**src/rtl/btn_cond_pkg.sv**
```systemverilog
package btn_cond_pkg;

    // Default stability window: 5 ms at 200 MHz.
    localparam int DEFAULT_THRESH = 1_000_000;

    // Number of synchronizer flops in front of the stability logic.
    localparam int DEFAULT_SYNC_STAGES = 2;

    // Width of a counter that must hold 0 .. thresh-1.
    function automatic int run_count_bits(input int thresh);
        if (thresh < 3) begin
            return 1;
        end
        return $clog2(thresh);
    endfunction

    // Debounced state carried from the stability stage to the output.
    typedef enum logic {
        LVL_RELEASED = 1'b0,
        LVL_PRESSED  = 1'b1
    } btn_level_e;

    typedef struct packed {
        btn_level_e level;
        logic       press;
    } btn_out_t;

endpackage

```
**src/rtl/btn_sync.sv**
```systemverilog
module btn_sync #(
    parameter int STAGES = 2
) (
    input  logic clk,
    input  logic rst,
    input  logic d,
    output logic q
);
    logic [STAGES-1:0] chain;

    generate
        for (genvar i = 0; i < STAGES; i++) begin : g_stage
            if (i == 0) begin : g_first
                always_ff @(posedge clk) begin
                    if (rst) chain[0] <= 1'b0;
                    else     chain[0] <= d;
                end
            end else begin : g_next
                always_ff @(posedge clk) begin
                    if (rst) chain[i] <= 1'b0;
                    else     chain[i] <= chain[i-1];
                end
            end
        end
    endgenerate

    assign q = chain[STAGES-1];
endmodule

```
**src/rtl/btn_stability.sv**
```systemverilog
module btn_stability
    import btn_cond_pkg::*;
#(
    parameter int THRESH = DEFAULT_THRESH,
    parameter int CW     = run_count_bits(THRESH)
) (
    input  logic          clk,
    input  logic          rst,
    input  logic          sample,
    output btn_level_e    level,
    output logic [CW-1:0] run_count
);
    localparam logic [CW-1:0] LAST = CW'(THRESH - 1);

    logic differs;
    logic window_done;

    assign differs     = (sample != logic'(level));
    assign window_done = differs && (run_count == LAST);

    always_ff @(posedge clk) begin
        if (rst) begin
            level     <= LVL_RELEASED;
            run_count <= '0;
        end else if (!differs) begin
            run_count <= '0;
        end else if (window_done) begin
            level     <= (level == LVL_PRESSED) ? LVL_RELEASED : LVL_PRESSED;
            run_count <= '0;
        end else begin
            run_count <= run_count + 1'b1;
        end
    end
endmodule

```
**src/rtl/btn_rise.sv**
```systemverilog
module btn_rise
    import btn_cond_pkg::*;
(
    input  logic       clk,
    input  logic       rst,
    input  btn_level_e level,
    output logic       pulse
);
    logic prev;

    always_ff @(posedge clk) begin
        if (rst) prev <= 1'b0;
        else     prev <= logic'(level);
    end

    assign pulse = logic'(level) && !prev;
endmodule

```
**src/rtl/button_conditioner.sv**
```systemverilog
module button_conditioner
    import btn_cond_pkg::*;
#(
    parameter int THRESH      = DEFAULT_THRESH,
    parameter int SYNC_STAGES = DEFAULT_SYNC_STAGES
) (
    input  logic clk,
    input  logic rst,
    input  logic btn_raw,
    output logic btn_level,
    output logic btn_press
);
    localparam int CW = run_count_bits(THRESH);

    logic          sync_q;
    btn_level_e    stab_level;
    logic [CW-1:0] stab_count;
    logic          rise_pulse;
    btn_out_t      outs;

    btn_sync #(.STAGES(SYNC_STAGES)) u_sync (
        .clk (clk),
        .rst (rst),
        .d   (btn_raw),
        .q   (sync_q)
    );

    btn_stability #(.THRESH(THRESH), .CW(CW)) u_stab (
        .clk       (clk),
        .rst       (rst),
        .sample    (sync_q),
        .level     (stab_level),
        .run_count (stab_count)
    );

    btn_rise u_rise (
        .clk   (clk),
        .rst   (rst),
        .level (stab_level),
        .pulse (rise_pulse)
    );

    assign outs.level = stab_level;
    assign outs.press = rise_pulse;

    assign btn_level = logic'(outs.level);
    assign btn_press = outs.press;
endmodule

```
**config.mk**
```make
export PLATFORM = sky130hd
export DESIGN_NAME = button_conditioner
export DESIGN_NICKNAME = d
export VERILOG_FILES = /design/src/rtl/btn_cond_pkg.sv /design/src/rtl/btn_sync.sv /design/src/rtl/btn_stability.sv /design/src/rtl/btn_rise.sv /design/src/rtl/button_conditioner.sv
export SDC_FILE = /design/constraint.sdc
export NUM_CORES = 1
export LEC_CHECK = 0
export BUFFER_PORTS_ARGS = -buffer_cell sky130_fd_sc_hd__clkbuf_2
export CAP_MARGIN = 10
export CORE_MARGIN = 8
export CORE_UTILIZATION = 29
export DETAILED_ROUTE_END_ITERATION = 8
export SLEW_MARGIN = 40
export SYNTH_ARGS = -nofsm -noshare
export SYNTH_HDL_FRONTEND = slang
export SYNTH_HIERARCHICAL = 1
export SYNTH_SLANG_ARGS = --single-unit
```
**constraint.sdc**
```tcl
create_clock -name clk -period 1.75 [get_ports clk]
set_clock_uncertainty 0.2 [all_clocks]
set_input_delay 0.35 -clock clk [delete_from_list [all_inputs] [get_ports clk]]
set_output_delay 0.35 -clock clk [all_outputs]
set_load 0.005 [all_outputs]
```
# ---- Yosys cells after proc, flatten, opt, wreduce, memory -nomap -nowiden
# Cells that the tools add are included.
dict set report classes {
  addsub 1
  n_eq_ne 2
  n_mux 1
  n_bitwise 1
  reduce_logical 5
}
# operator n
set ops {}
lappend ops {{adder 20 x 1 -> 20 bit (second input constant)} 1}
lappend ops {{equality test 20 bit (second input constant)} 1}
lappend ops {{OR reduction 3 bit} 1}
lappend ops {{logical AND 1 bit} 2}
lappend ops {{AND reduction 2 bit} 1}
lappend ops {{zero test 1 bit} 1}
lappend ops {{two-way mux 1 bit} 1}
lappend ops {{!= test 1 bit} 1}
lappend ops {{NOT 1 bit} 1}
dict set report word_totals {
  regBits 24
  input_bits 3
  output_inout_bits 2
  elab_cells 15
}

# ---- Depth between registers and ports, before layout
dict set report depth {
  word_depth 3
  ltp_mapped 7
  depth_no_buf 5
}

# ---- Cells and area by module
# Netlist, hierarchy kept.
# module n_inst cells_per_inst area_per_inst_um2 seq_area_each_um2
set by_module_without_submodules {}
lappend by_module_without_submodules {btn_stability 1 111 994.7 420.4}
lappend by_module_without_submodules {btn_sync 1 4 52.6 40.0}
lappend by_module_without_submodules {btn_rise 1 3 47.5 20.0}

# ---- Least setup slack after synthesis
# OpenSTA, ideal clock, no wires.
dict set report synth_path {
  path_kind {flip-flop to flip-flop}
  start {register u_stab.run_count[0]}
  end {register u_stab.run_count[14]}
  setup_ns 0.115
  arrival_ns 1.483
  t_required_ns 1.435
  setup_slack_ns -0.048
  path_stages_with_launch 8
  n_path_buf 2
  period_less_slack_ns 1.798
  path_cell_list {dfxtp_1 -> ha_1 -> nand3_4 -> or2_1 -> buf_6 -> o21ai_4 -> buf_4 -> nor2_1}
}
dict set report synth_via {
  elab_chain_cells 3
  elab_cells_between_ends 4
  classes_between {1 x add/sub; 1 x eq/ne; 2 x reduce/logical}
}
# element line_no
set synth_rtl {}
lappend synth_rtl {{start: declaration} btn_stability.sv:11} ;# output logic [CW-1:0] run_count
lappend synth_rtl {{start signal: assignment} btn_stability.sv:31} ;# run_count <= run_count + 1'b1;
lappend synth_rtl {{branches (longest 3 deep; another with adder 20 x 1 -> 20 bit)} n/a}
# Several ways; the timed one is not identified.
# A chain may end at the register's enable or synchronous reset.

# ---- Worst setup path in the final report
dict set report layout_path {
  start {register u_stab.run_count[11]}
  end {register u_stab.run_count[17]}
}
# Same word-level chain as after synthesis.

==> impl_metrics.tcl <==
set metrics [dict create \
    hold_violations 0 \
    p_leak_nw 0.489 \
    antenna_found_initial 0 \
    worstHoldPathCells 2 \
    critPathKind "register to register" \
    ant_nets 0 \
    grt_max_degree 18 \
    slew_violations 0 \
    irDropWorstVdd_v 0.000292 \
    hold_class "input port to register" \
    status "completed" \
    synth_edf_count 0 \
    clk_pin_slew_ns 0.09 \
    period_share 0.995 \
    vias 892 \
    ys_top_cells_by_area "dfxtp_1 44%, xnor2_1 11%, nor2_1 7.9%" \
    grt_pass1_wl_um 3730 \
    wl_per_cell_um 12.1 \
    place_congestion 0.813 \
    p_per_area_nw_per_um2 726 \
    seq_area_frac_synth 0.439 \
    die_w_um 77.4 \
    numCtsBuffers 3 \
    nets 148 \
    crit_fanout 4 \
    timing.slew.headroom 0.790 \
    synth_cell_types 30 \
    wl_met3_um 82 \
    drc 0 \
    worstMarginPinSlew_ns 0.313 \
    layout-drive-gt1-share 0.315 \
    cts_tree "yes" \
    fin_util 0.399 \
    synth_top_area_share 0.439 \
    drt_iter0_markers 20 \
    grt.total_usage 0.0755 \
    numClockSinks 24 \
    rsz0062_at_grt "yes" \
    viasPerCell 4.67 \
    die_h_um 77.4 \
    wl_met2_um 1130 \
    dpl.hpwl_um 1560 \
    r2r_setup_slack_ns 0.008 \
    holdWs_ns 0.101 \
    min_from "btn_raw" \
    antennaDiodeCount 0 \
    port_buffers 4 \
    synth.largest_area_cell "dfxtp_1" \
    synthArstFlopShare 0 \
    cap_viol_max_count 0 \
    syn_inst 118 \
    critPathLaunchType "register" \
    wl_met1_um 1030 \
    end_kind "register" \
    required_ns 1.71 \
    area.growth.synth_to_final_pct 32.3 \
    num_rows 22 \
    total_power_w 0.00105 \
    dieArea_um2 6000 \
    synth-warning-count 6 \
    yosysMostFrequentCell "dfxtp_1" \
    setup_violations 0 \
    firstDrtPassIters 5 \
    overflow 0 \
    avgSynthCellArea_um2 9.28 \
    fillCellCount 374 \
    core_um2 3630 \
    reg2regPathDepth 6 \
    clock.fmax_mhz 574 \
    synth-main-ff-cell "dfxtp_1" \
    wl_um 2320 \
    clockBufferDepth 2 \
    start_util 0.301 \
    reg2reg_from "u_stab/run_count[11]" \
    synth_common_cells "24 x dfxtp_1, 23 x nor2_1, 14 x xnor2_1" \
    root_buffer "clkbuf_8" \
    period_needed_ns 1.74 \
    htree_levels 1 \
    synth_area_um2 1090 \
    ys_seq_elements 24 \
    top_layer_used "met4" \
    syn_nets 122 \
    grt_pass1_vias 866 \
    holdPathEnd "u_sync/chain[0]" \
    io_pins 5 \
    clock_latency_ns 0.27 \
    timing.rr.end "u_stab/run_count[17]" \
    arrival_ns 1.70 \
]
[how the worst max path moves through the flow]
stage          depth (start not counted)                  from              endpoint  slack, ns
5_1_grt                                6  u_stab/run_count[11]  u_stab/run_count[19]      -0.04
6_report                               6  u_stab/run_count[11]  u_stab/run_count[17]      0.008
2_1_floorplan                          6   u_stab/run_count[1]          u_stab/level       0.02
3_5_place_dp                           4  u_stab/run_count[12]          u_stab/level      0.007
4_1_cts                                5   u_stab/run_count[1]          u_stab/level      0.006
3_3_place_gp                           5  u_stab/run_count[11]  u_stab/run_count[19]       0.05
[final cells by class]
cell class | instances | area, µm² | area share
clock inverter | 1 | 30.0 | 0.0207
timing repair buffer | 23 | 179 | 0.123
sequential | 24 | 489 | 0.338
inverter | 5 | 18.8 | 0.0130
clock buffer | 3 | 41.3 | 0.0285
multi-input combinational | 87 | 631 | 0.435
tap | 48 | 60.1 | 0.0415
[what timing repair did]
item	4_1_cts	5_1_grt
endpoints found under the setup margin	1	21
resized for setup	0	13
buffers inserted	1	2
endpoints found under the hold margin	0	0
hold buffers	0	0
pin swaps	1	7
[power breakdown]
group | internal [W] | switching, W | leakage [nW]
Sequential | 0.000547 | 0.00000212 | 0.197
Combinational | 0.00000699 | 0.00000846 | 0.257
Clock | 0.000306 | 0.000181 | 0.0357
[stage by stage]
step / std cells / cell area, µm² / worst slack [ns] / TNS, ns
3_5_place_dp: 184 / 1290 / 0.00732 / 0
6_report: 191 / 1450 / 0.00813 / 0
3_3_place_gp: 184 / 1290 / 0.0471 / 0
4_1_cts: 189 / 1370 / 0.00582 / 0
5_1_grt: 191 / 1450 / -0.0378 / -0.122
2_1_floorplan: 118 / 1100 / 0.0153 / 0
[worst max-delay path: stages (launching register included)]
cell and delay, ns:
dfxtp_4 0.37, buf_6 0.10, nand4_1 0.25, buf_4 0.25
nor4_4 0.21, and3_1 0.21, nor3_1 0.05
[flip-flops by register name, summed over array words and instances (netlist names)]
register and count:
u_stab/run_count 20, u_rise/prev 1, u_stab/level 1, u_sync/q 1, u_sync/chain 1
[per-layer routing]
| metal | GRT usage | vias up |
|---|---|---|
| met5 | 0 | - |
| met4 | 0.0566 | 0 |
| met1 | 0.0865 | 414 |
| li1 | - | 456 |
| met3 | 0.0150 | 7 |
| met2 | 0.122 | 15 |
[placed cells by master, fill, tap and decap left out, types with 2 or more instances in the layout]
master | synthesis | routed
nor2_1 | 23 | 23
dfxtp_1 | 24 | 19
buf_4 | 1 | 17
xnor2_1 | 14 | 14
nor3_1 | 6 | 6
inv_1 | 5 | 5
clkbuf_2 | 0 | 4
nand2_1 | 4 | 4
nand4_1 | 4 | 4
nand3_1 | 4 | 4
dfxtp_2 | 0 | 4
clkbuf_8 | 0 | 3
and3_1 | 3 | 3
a21oi_1 | 3 | 3
nor2b_4 | 2 | 2
nor4_4 | 0 | 2
o21ai_0 | 2 | 2
o221ai_1 | 2 | 2
nor4_2 | 2 | 2
nor4_1 | 4 | 2
nor2b_1 | 2 | 2
[kinds of logic after synthesis]
family          after synthesis  share of synthesized area
simple gates                 62                      0.335
buf+inv                       7                     0.0343
fa+ha+maj                     1                     0.0114
xor+xnor                     15                      0.120
compound gates                9                     0.0606
flops                        24                      0.439
Note: power is estimated with default switching activity, not from simulation.
